===== config.mk =====
export PLATFORM = sky130hd
export DESIGN_NAME = spi_regmem
export DESIGN_NICKNAME = d
export VERILOG_FILES = /design/src/rtl/spi_regmem.sv
export SDC_FILE = /design/constraint.sdc
export NUM_CORES = 1
export LEC_CHECK = 0
export BUFFER_PORTS_ARGS = -buffer_cell sky130_fd_sc_hd__buf_2
export CAP_MARGIN = 10
export CORE_ASPECT_RATIO = 0.75
export CORE_MARGIN = 5
export CORE_UTILIZATION = 50
export DETAILED_ROUTE_END_ITERATION = 16
export PLACE_DENSITY = 0.65
export SYNTH_ARGS = -nofsm -noshare
export SYNTH_HDL_FRONTEND = slang
export SYNTH_SLANG_ARGS = --single-unit

===== constraint.sdc =====
create_clock -name clk -period 3.3 [get_ports clk]
set_input_delay 0.33 -clock clk [delete_from_list [all_inputs] [get_ports clk]]
set_output_delay 0.33 -clock clk [all_outputs]
set_load 0.02 [all_outputs]

===== src/rtl/spi_regmem.sv =====
module spi_regmem #(
  parameter int AW      = 6,
  parameter int RECOVER = 2048,
  parameter int SYNC    = 2
) (
  input  logic clk,
  input  logic rst_n,
  input  logic scl_i,
  input  logic sdi_i,
  input  logic cs_n_i,
  input  logic pfail_i,
  output logic sdo_o,
  output logic sdo_oe_o
);
  localparam int DEPTH = 1 << AW;
  localparam int WPW   = $clog2(RECOVER + 1);
  localparam logic [AW-1:0] ONE = 1;

  logic [SYNC-1:0] scl_q, sdi_q, cs_q;
  logic scl_prev, locked;
  logic [WPW-1:0] wp_cnt;
  logic [2:0] bit_cnt;
  logic [6:0] in_sr;
  logic [7:0] out_sr;
  logic data_ph, wr_mode, rd_live;
  logic [AW-1:0] addr;
  logic [7:0] mem [DEPTH];

  wire scl_s = scl_q[SYNC-1];
  wire sdi_s = sdi_q[SYNC-1];
  wire cs_s  = cs_q[SYNC-1];
  wire sel   = !cs_s && !pfail_i && !locked;
  wire rise  = sel && scl_s && !scl_prev;
  wire fall  = sel && !scl_s && scl_prev;
  wire [7:0] byte_in = {in_sr, sdi_s};
  wire byte_end = rise && bit_cnt == 3'd7;
  wire wr_commit = byte_end && data_ph && wr_mode && wp_cnt == '0;

  assign sdo_o    = out_sr[7];
  assign sdo_oe_o = sel && rd_live;

  always_ff @(posedge clk) begin
    if (!rst_n) begin
      scl_q <= '0; sdi_q <= '0; cs_q <= '1; scl_prev <= 1'b0;
    end else begin
      scl_q <= {scl_q[SYNC-2:0], scl_i};
      sdi_q <= {sdi_q[SYNC-2:0], sdi_i};
      cs_q  <= {cs_q[SYNC-2:0], cs_n_i};
      scl_prev <= scl_s;
    end
  end

  always_ff @(posedge clk) begin
    if (!rst_n) begin
      locked <= 1'b0;
      wp_cnt <= '0;
    end else if (pfail_i) begin
      locked <= 1'b1;
      wp_cnt <= WPW'(RECOVER);
    end else begin
      if (cs_s) locked <= 1'b0;
      if (wp_cnt != '0) wp_cnt <= wp_cnt - 1'b1;
    end
  end

  always_ff @(posedge clk) begin
    if (!rst_n || pfail_i) begin
      bit_cnt <= '0; in_sr <= '0; out_sr <= '0;
      data_ph <= 1'b0; wr_mode <= 1'b0; rd_live <= 1'b0; addr <= '0;
    end else if (!sel) begin
      bit_cnt <= '0; data_ph <= 1'b0; wr_mode <= 1'b0; rd_live <= 1'b0;
    end else begin
      if (rise) begin
        in_sr   <= byte_in[6:0];
        bit_cnt <= bit_cnt + 3'd1;
        if (bit_cnt == 3'd7) begin
          if (!data_ph) begin
            data_ph <= 1'b1;
            wr_mode <= byte_in[7];
            addr    <= byte_in[AW-1:0];
          end else if (wr_mode) begin
            addr <= addr + ONE;
          end
        end
      end
      if (fall && data_ph && !wr_mode) begin
        if (bit_cnt == 3'd0) begin
          out_sr  <= mem[addr];
          addr    <= addr + ONE;
          rd_live <= 1'b1;
        end else begin
          out_sr <= {out_sr[6:0], 1'b0};
        end
      end
    end
  end

  always_ff @(posedge clk) begin
    if (!rst_n) begin
      for (int i = 0; i < DEPTH; i++) mem[i] <= '0;
    end else if (wr_commit) begin
      mem[addr] <= byte_in;
    end
  end

  p_oe_idle_r1: assert property (@(posedge clk) disable iff (!rst_n)
    cs_s |-> !sdo_oe_o);
  p_wr_quiet_r3: assert property (@(posedge clk) disable iff (!rst_n)
    wr_mode |-> !sdo_oe_o);
  p_sdo_hold_r4: assert property (@(posedge clk) disable iff (!rst_n)
    rise |=> $stable(sdo_o));
  p_wrap_r7: assert property (@(posedge clk) disable iff (!rst_n)
    (byte_end && data_ph && wr_mode && addr == '1) |=> addr == '0);
  p_pf_clear_r9: assert property (@(posedge clk) disable iff (!rst_n)
    pfail_i |=> (addr == '0 && bit_cnt == 3'd0 && !sdo_oe_o));
  p_wp_window_r10: assert property (@(posedge clk) disable iff (!rst_n)
    $fell(pfail_i) |-> wp_cnt != '0);
endmodule


After elaboration in Yosys (flattened, before gate mapping)
Memories as Yosys holds them, arrays and structs flattened. A register that Yosys moved wholly into a read port is not among the register bits.
Cells that the tools add are included.
{"block": "word_totals", "reg_bits": 47, "latchBits": 0, "ramBits": 512, "romBits": 0, "input_bits": 6, "mem_count": 1}
{"name": "mem", "words": 64, "width": 8, "read_ports": 1, "rd_clocked_by_memory_dff": 1, "write_ports": 64, "line_no": "27", "source": "logic [7:0] mem [DEPTH];"}
{"block": "classes", "add_sub_neg": 3, "mul": 0, "div_mod_pow": 0, "magnitude_cmp": 0, "eq_ne": 1, "n_shift": 0, "mux": 20, "bitwise_logic": 3, "n_reduce_logical": 34}
{"operator": "$mux 6", "n": 9}
{"operator": "$mux 12", "n": 2}
{"operator": "$mux 8", "n": 2}
{"operator": "$logic_and 1x1->1", "n": 13}
{"operator": "$logic_not 12->1", "n": 1}
{"operator": "$reduce_bool 12->1", "n": 1}
{"operator": "$sub 12x1->12 const B", "n": 1}
{"operator": "$reduce_and 2->1", "n": 4}
{"operator": "$reduce_or 8->1", "n": 1}
{"operator": "$logic_not 1->1", "n": 7}
{"operator": "$mux 1", "n": 7}
{"operator": "$add 6x1->6 const B", "n": 1}
{"operator": "$reduce_bool 2->1", "n": 2}
{"operator": "$reduce_or 2->1", "n": 2}
{"operator": "$add 3x1->3 const B", "n": 1}
{"operator": "$eq 3x3->1 const B", "n": 1}
{"operator": "$logic_not 3->1", "n": 1}
{"operator": "$not 1->1", "n": 3}
{"operator": "$reduce_and 3->1", "n": 1}
{"operator": "$logic_or 1x1->1", "n": 1}

Depth between registers and ports, before layout
Gate-level depths: netlist (run 1).
{"block": "depth", "depth_word": 14, "ltp_mapped": 8, "mapped_depth_nobuf": 7}

Least setup slack after synthesis (run 1)
No wires, ideal clock.
{"block": "synth_timing", "path_kind": "register -> register", "start": "register wp_cnt[4]", "end": "memory mem[4][0] (enable)", "setup_time_ns": 0.334, "arrival_ns": 2.355, "required_time_ns": 2.966, "setup_slack_ns": 0.610, "path_stages_with_launch": 7, "path_buffers": 1, "period_less_slack_ns": 2.690, "cell_sequence": "dfxtp_1 or4_1 nor3_4 nand4_4 buf_2 nor4_2 nand2b_1"}
{"item": "start: declaration", "line_no": "21", "source": "logic [WPW-1:0] wp_cnt;"}
{"item": "start signal: assignment", "line_no": "59", "source": "wp_cnt <= WPW'(RECOVER);"}
{"item": "start signal: assignment", "line_no": "62", "source": "if (wp_cnt != '0) wp_cnt <= wp_cnt - 1'b1;"}
{"item": "end: declaration", "line_no": "27"}

==> flow_summary.ini, run 1 <==
[logic_synthesis]
syn_area_per_cell_sq_um = 14.89
ys_ff_latch = 565
synth_edf_count = 512
synth_cell_types = 53
synth_area_sq_um = 27000
postSynthCellCount = 1813
synth_ff_type = edfxtp_1
yosysSeqAreaShare_pct = 60.87
synthArstFlopShare_pct = 0
syn_nets = 1825
yosysWarnings = 0

[timing]
tightestPinTransition_ps = 1069
hold_violations = 0
drv_slew = 0
skew_ps = 23.60
period_share_pct = 91.46
finalHoldWorstSlack_ps = 120.4
setup_viol = 0
tns_ps = 0
rsz0062_at_grt = false
period_minus_slack_ps = 3018
maxSlewHeadroom_pct = 28.73
timing.fmax_mhz = 331.3

[clock_tree]
clockBufferDepth = 3
cts_tree = yes
cts_sinks = 565
cts-root-buf = clkbuf_16
cts_inserted_buffers = 55
cts_setup_buffers = 0
post_cts_resize_count = 0
cts_hold_buf = 4
worstSkewPairLatency_ps = 610
htree_levels = 2
clk_pin_slew_ps = 60

[pwr]
powerDensity_nw_per_um2 = 534.6
combPwrFrac_pct = 6.5
power_frac_clock_pct = 41.3
leakagePower_nw = 9.980
ir_drop_uv = 750.0
sw_frac_of_total_pct = 22.32
p_seq_share_pct = 52.2
intPower_w = 0.01247
switching_power_w = 0.003584

[worst_setup_path]
arrival_ps = 3290
crit_path_max_fanout = 37
critPathLaunchType = register
worst_ep_required_time_ps = 3580
end_kind = register
crit_type = register to register

[global_route]
globalRouteOverflowTotal = 0
grt_pass1_wl_um = 101300
gr-usage-all-layers_pct = 23.32
antenna_found_initial = 0
grt_max_degree = 68
grt_pass1_vias = 15090

[finish]
final_common_cell = and2_1
drive_above_1_share_pct = 21.04
antenna_cells = 0
stdcell_area_sq_um = 30030
area_delta_synth_final_pct = 11.21
layout.nets = 1830
layout_common_cells = 522 x and2_1, 512 x edfxtp_1, 126 x mux4_2

[place]
portBuffers = 7
placed_area_sq_um = 28100
gp_congestion = 0.8574
hpwl_um = 43440

[die]
pin_count = 8
die-area_sq_um = 58800
die_h_um = 211.3
std_cell_rows = 73
die_w_um = 278.3
start_util_pct = 50.71
core-area_sq_um = 53250

[flow_run]
maxCapViolations = 0

[route]
drt_iter0_markers = 1827
post_drt_wl_per_cell_um = 26.64
ant_nets = 0
via_per_inst = 5.972
num_vias = 15380
first_pass_iters = 5
wl_um = 68590
drc = 0

[outcome]
status = finished, final reports clean

[min_path]
hp-class = primary input to register
## cell type report
class	count	area, sq um
fillers	4083	23220
flip-flops and latches	565	16470
multi-input cells	1092	9942
clock buffers	68	1475
well taps	712	890.9
repair buffers	94	800.8
clock inverters	34	410.4
inverters	10	37.54
## worst max-delay path, cell delays in order, from the launching register on
cell,delay [ps]
dfxtp_1,340
or4_1,630
nor3_4,310
nand4_4,200
buf_12,270
nor4_4,470
nand2b_1,380
## state kept, by name (all words and copies together), names as in the netlist, named ones only
| name | cells |
|---|---|
| scl_q | 2 |
| locked | 1 |
| sdi_q | 2 |
| data_ph | 1 |
| wr_mode | 1 |
| bit_cnt | 3 |
| in_sr | 7 |
| addr | 6 |
| scl_prev | 1 |
| cs_q | 2 |
| rd_live | 1 |
| out_sr | 8 |
| wp_cnt | 12 |
| mem | 512 |
## final timing paths
| check | slack (ps) | cells past startpoint | start | endpoint |
|---|---|---|---|---|
| max | 280 | 6 | wp_cnt[4] | mem[41][0] |
| min | 120 | 2 | rst_n | cs_q[0] |
| max reg2reg | 280 | 6 | wp_cnt[4] | mem[41][0] |
| min reg2reg | 440 | 1 | cs_q[0] | cs_q[1] |
## synthesized netlist by cell type, types with 17 or more instances
library cell    n  area share [%]
a21oi_1        25            0.46
and2_1        522              12
buf_2          18            0.33
clkbuf_1      108             1.5
dfxtp_1        53             3.9
edfxtp_1      512              57
mux2i_1        31             1.1
mux4_2        126              11
nand2_1        31            0.43
nand2b_1       72             1.7
nor2_1         29            0.40
nor4_4         59             4.6
o21ai_0        17            0.32
## layer usage
metal,track usage [%],up-vias,wire (um)
met5,0,-,0
met4,5.625,0,1523
met3,6.652,109,7208
met2,33.20,709,28870
met1,35.79,7793,30980
li1,-,6767,-
## metrics by stage
| stage | setup slack, ps | total power (W) | utilization [%] | std cells |
|---|---|---|---|---|
| 3_3_place_gp | 406.7 | 0.009527 | 52.78 | 2469 |
| 5_1_grt | 35.31 | 0.01657 | 56.39 | 2575 |
| 3_5_place_dp | 295.6 | 0.009558 | 52.78 | 2469 |
| 6_report | 281.8 | 0.01605 | 56.39 | 2575 |
| 4_1_cts | 286.1 | 0.01612 | 56.39 | 2575 |
| 2_1_floorplan | 610.4 | 0.009236 | - | 1813 |
## cells by family (layout without fill, tap and decap cells)
| family | after synthesis | count (layout) | synth area share, % |
|---|---|---|---|
| AND/OR/NAND/NOR | 794 | 794 | 21.32 |
| flip-flops | 565 | 565 | 60.87 |
| multiplexers | 157 | 157 | 11.66 |
| buffers and inverters | 156 | 206 | 2.322 |
| AO/OA/AOI/OAI | 125 | 125 | 3.234 |
| XOR/XNOR | 10 | 10 | 0.3244 |
| adder cells (fa/ha/maj) | 6 | 6 | 0.2780 |
## power groups by stage
stage                     sequential, W  combinational (W)  clock, W
after floorplan                 0.00841           0.000823         0
after global placement          0.00852            0.00101         0
after detailed placement        0.00852            0.00103         0
after CTS                       0.00838            0.00105   0.00670
after global routing            0.00841            0.00115   0.00701
final                           0.00838            0.00105   0.00662
Power figures use the tool's default switching activity.
==> run 2: changes to the inputs <==
Settings changed: CORE_MARGIN 5 to 2.
==> flow_summary.ini, run 2 (synthesis gave the netlist of run 1 again) <==
[outcome]
status = finished, final reports clean

[route]
drt_iter0_markers = 1979
post_drt_wl_per_cell_um = 26.61
wl_um = 68580
ant_nets = 0
via_per_inst = 6.049
num_vias = 15590
first_pass_iters = 7
drc = 0

[worst_setup_path]
crit_path_max_fanout = 35
critPathLaunchType = register
end_kind = register
r2r_setup_slack_ps = 250
r2r-end = mem[11][0]
arrival_ps = 3330
worst_ep_required_time_ps = 3580
reg2reg_depth = 6
worstReg2RegStart = wp_cnt[4]
crit_type = register to register

[die]
die_w_um = 272.3
core-area_sq_um = 53160
die_h_um = 205.3
die-area_sq_um = 55900
pin_count = 8
start_util_pct = 50.80
std_cell_rows = 73

[finish]
regMostFlops = mem
area_delta_synth_final_pct = 10.81
stdcell_area_sq_um = 29920
drive_above_1_share_pct = 20.87
largest_reg_flops = 512
layout.nets = 1832
layout_common_cells = 522 x and2_1, 512 x edfxtp_1, 126 x mux4_2
reg_top3 = mem x512, wp_cnt x12, out_sr x8
final_common_cell = and2_1

[global_route]
gr-usage-all-layers_pct = 25.18
globalRouteOverflowTotal = 0
grt_max_degree = 68
grt_pass1_wl_um = 102100
grt_pass1_vias = 14980
antenna_found_initial = 3

[timing]
skew_ps = 20.83
drv_slew = 0
rsz0062_at_grt = false
period_minus_slack_ps = 3045
tns_ps = 0
maxSlewHeadroom_pct = 22.50
period_share_pct = 92.29
setup_viol = 0
hold_violations = 0
tightestPinTransition_ps = 1162
timing.fmax_mhz = 328.4

[min_path]
holdPathStages = 1
worstHoldStart = sdi_q[0]
hold_end = sdi_q[1]
hp-class = register to register

[clock_tree]
cts_inserted_buffers = 54
cts_tree = yes
clockBufferDepth = 3
worstSkewPairLatency_ps = 630
htree_levels = 2
clk_pin_slew_ps = 60
cts_sinks = 565
cts-root-buf = clkbuf_16

[pwr]
leakagePower_nw = 9.957
powerDensity_nw_per_um2 = 521.7
ir_drop_uv = 440.6

[place]
gp_congestion = 0.8688
portBuffers = 7
hpwl_um = 43430
placed_area_sq_um = 28110

[flow_run]
maxCapViolations = 0
==> run 2: where the power goes <==
group | total [W] | switching (W) | internal (W) | leakage [nW]
logic | 0.00104 | 0.000610 | 0.000426 | 3.80
clock network | 0.00619 | 0.00274 | 0.00345 | 0.863
registers | 0.00839 | 0.000218 | 0.00817 | 5.30
total | 0.0156 | 0.00357 | 0.0120 | 9.96
==> run 2: timing repair <==
item | CTS | global route
hold endpoints to repair | 6 | 0
gates resized for setup | 0 | 1
hold buffers | 6 | 0
setup endpoints to repair | 0 | 128
buffers inserted | 0 | 0
==> run 2: final cells by class <==
cell class              instances  area (sq um)
clock buffers                  76          1553
diodes                          1         2.502
multi-input cells            1092          9947
well taps                     712         890.9
repair buffers                 97         828.3
clock inverters                24         188.9
inverters                      10         37.54
flip-flops and latches        565         16470
fillers                      4191         23240
==> run 2: per-layer routing <==
layer	share of wire [%]	track usage, %
met5	0	0
met4	1.9	5.455
met3	11	5.695
met2	41	34.16
met1	46	40.90
==> run 2: worst max-delay path, stage by stage (launching register included) <==
cell and delay (ps):
dfxtp_1 330, or4_1 620, nor3_4 320, nand4_4 220, buf_12 280, nor4_4 470
nand2b_1 390
==> run 2: worst max path at each step <==
stage | startpoint | slack (ps) | to | cells after the start
after floorplan | wp_cnt[4] | 610 | mem[4][0] | 6
after global placement | pfail_i | 320 | mem[15][5] | 7
after detailed placement | pfail_i | 180 | mem[14][7] | 7
after CTS | bit_cnt[0] | 190 | mem[14][2] | 8
after global routing | bit_cnt[0] | 20 | mem[14][4] | 8
final | wp_cnt[4] | 250 | mem[11][0] | 6
==> run 2: metrics by stage <==
step                      worst slack (ps)  cells  util [%]  power (W)  hold WS [ps]
after floorplan                      610.4   1813         -   0.009236         386.3
after global placement               315.2   2470     52.88   0.009530         425.1
after detailed placement             180.0   2470     52.88   0.009552         439.0
after CTS                            193.8   2576     56.27    0.01568         439.2
after global routing                 21.60   2576     56.28    0.01610         470.7
final                                254.5   2577     56.28    0.01561         452.3
==> run 3: changes to the inputs <==
Settings changed: ABC_AREA from default to 1.
==> flow_summary.ini, run 3 <==
[global_route]
grt_pass1_wl_um = 106900
grt_pass1_vias = 18180
grt_max_degree = 161
antenna_found_initial = 0
gr-usage-all-layers_pct = 26.37
globalRouteOverflowTotal = 0

[worst_setup_path]
cpPeakStageDelay_ps = 480
critPathLaunchType = register
reg2reg_depth = 11
end_kind = register
crit_path_max_fanout = 9
r2r-end = mem[41][1]
arrival_ps = 3020
r2r_setup_slack_ps = 530
worst_ep_required_time_ps = 3550
cp_cell_sequence = inv_1 -> nand2_1 -> nor2_1 -> nand4_1 -> nor2_2 -> nand4_2 -> inv_2 -> nand2_4 -> nor2_8 -> nand2_4 -> nand2_1
crit_path_top_delay_cell = nor2_8
worstReg2RegStart = wp_cnt[4]
crit_type = register to register

[timing]
setup_viol = 0
finalHoldWorstSlack_ps = 74.10
maxSlewHeadroom_pct = 28.45
rsz0062_at_grt = false
timing.fmax_mhz = 361.1
skew_ps = 14.47
tightestPinTransition_ps = 1072
tns_ps = 0
hold_violations = 0
period_share_pct = 83.93
period_minus_slack_ps = 2770
drv_slew = 0

[finish]
area_delta_synth_final_pct = 10.02
stdcell_area_sq_um = 28400
layout_common_cells = 697 x nand2_1, 551 x nor2_1, 512 x edfxtp_1
final_util_pct = 55.40
layout.nets = 2642
drive_above_1_share_pct = 8.897
antenna_cells = 0
regMostFlops = mem
largest_reg_flops = 512
final_common_cell = nand2_1
reg_top3 = mem x512, wp_cnt x12, out_sr x8

[logic_synthesis]
synth_common_cells = 697 x nand2_1, 551 x nor2_1, 512 x edfxtp_1, 475 x nand3_1, 161 x clkbuf_1
syn_area_per_cell_sq_um = 9.566
synth_cell_types = 35
synth_ff_type = edfxtp_1
synthArstFlopShare_pct = 0
synth_compound_area_share_pct = 1.212
synth_fa_ha_area_share_pct = 0.2909
postSynthCellCount = 2698
synth_xor_area_share_pct = 0.1697
synth_edf_count = 512
yosysSeqAreaShare_pct = 63.68
synth_top_cell_area_share_pct = 59.57
synth_area_sq_um = 25810
yosysTopAreaCell = edfxtp_1
ys_top_cells_by_area = edfxtp_1 60%, nand2_1 10%, nand3_1 9.2%
yosysMostFrequentCell = nand2_1
ys_ff_latch = 565
syn_nets = 2710
synthMuxAreaShare_pct = 0
yosysWarnings = 0
synth_simple_gate_area_share_pct = 31.20
synth_top_family_by_area = simple AND/OR/NAND/NOR gates

[route]
first_pass_iters = 6
via_per_inst = 5.732
post_drt_wl_per_cell_um = 20.96
drt_iter0_markers = 2291
num_vias = 19150
wl_um = 70030
drc = 0
ant_nets = 0

[min_path]
worstHoldStart = pfail_i
hp-class = primary input to register
holdPathStages = 3
hold_end = locked

[pwr]
p_seq_share_pct = 53.9
powerDensity_nw_per_um2 = 540.0
leakagePower_nw = 10.57
power_frac_clock_pct = 41.5
switching_power_w = 0.003337
combPwrFrac_pct = 4.6
sw_frac_of_total_pct = 21.76
intPower_w = 0.01200
ir_drop_uv = 485.5

[clock_tree]
clk_pin_slew_ps = 60
cts-root-buf = clkbuf_16
clockBufferDepth = 3
cts_hold_buf = 5
worstSkewPairLatency_ps = 590
cts_sinks = 565
cts_setup_buffers = 0
cts_inserted_buffers = 54
cts_tree = yes
post_cts_resize_count = 0
htree_levels = 2

[die]
start_util_pct = 50.35
die_w_um = 266.3
die_h_um = 200.8
std_cell_rows = 72
core-area_sq_um = 51260
die-area_sq_um = 53470
pin_count = 8

[place]
placed_area_sq_um = 26540
hpwl_um = 43050
portBuffers = 7
gp_congestion = 0.8779

[flow_run]
maxCapViolations = 0

[outcome]
status = finished, final reports clean
## run 3: changes by cell type after synthesis, moves of 42 or more
cell,change
nand2_4,+42
nor4_4,-59
nand3_1,+459
nand2_1,+666
and2_1,-522
nand2b_1,-72
clkbuf_1,+53
mux4_2,-126
nor2_1,+522
## run 3: metrics by stage
step | worst slack, ps | instances | power (W)
detailed placement | 512.0 | 3235 | 0.009107
CTS | 549.1 | 3341 | 0.01535
floorplan | 1093 | 2698 | 0.008882
global route | 236.0 | 3341 | 0.01578
global placement | 646.0 | 3235 | 0.009095
finish | 530.4 | 3341 | 0.01533
## run 3: power by group through the flow
stage	Sequential, W	Clock, W	Combinational, W
after floorplan	0.00837	0	0.000511
after global placement	0.00842	0	0.000672
after detailed placement	0.00842	0	0.000685
after CTS	0.00827	0.00639	0.000693
after global routing	0.00830	0.00667	0.000803
final	0.00827	0.00636	0.000702
## run 3: cell type report
cell class,instances,area (sq um)
flip-flops and latches,565,16440
fillers,4418,22860
repair buffers,57,613.1
clock buffers,70,1526
inverters,55,214.0
clock inverters,31,281.5
multi-input cells,1897,8483
well taps,666,833.3
## run 3: worst max path at each step
stage / from / end / slack [ps] / cells past startpoint
2_1_floorplan: pfail_i / mem[28][0] / 1090 / 11
3_3_place_gp: pfail_i / mem[4][5] / 650 / 12
3_5_place_dp: pfail_i / mem[41][4] / 510 / 12
4_1_cts: wp_cnt[5] / mem[41][1] / 550 / 11
5_1_grt: wp_cnt[4] / mem[41][1] / 240 / 11
6_report: wp_cnt[4] / mem[41][1] / 530 / 11
## run 3: layer usage
layer  global-route usage (%)  vias to the layer above  wire length (um)
li1                         -                     8920                 -
met1                    39.04                     9148             29810
met2                    39.51                      973             30910
met3                    5.999                      111              7728
met4                    6.481                        0              1590
met5                        0                        -                 0
## run 3: critical path: cells and delay by family (launching register included)
kind          cells  cell delay (ps)
simple gates      9             1890
buf+inv           2              220
flops             1              310
## run 3: kinds of logic (layout without fill, tap and decap cells)
kind of cell	after synthesis	count (layout)
flops	565	565
xor+xnor	5	5
buf+inv	236	213
fa+ha+maj	6	6
simple gates	1827	1827
compound gates	59	59
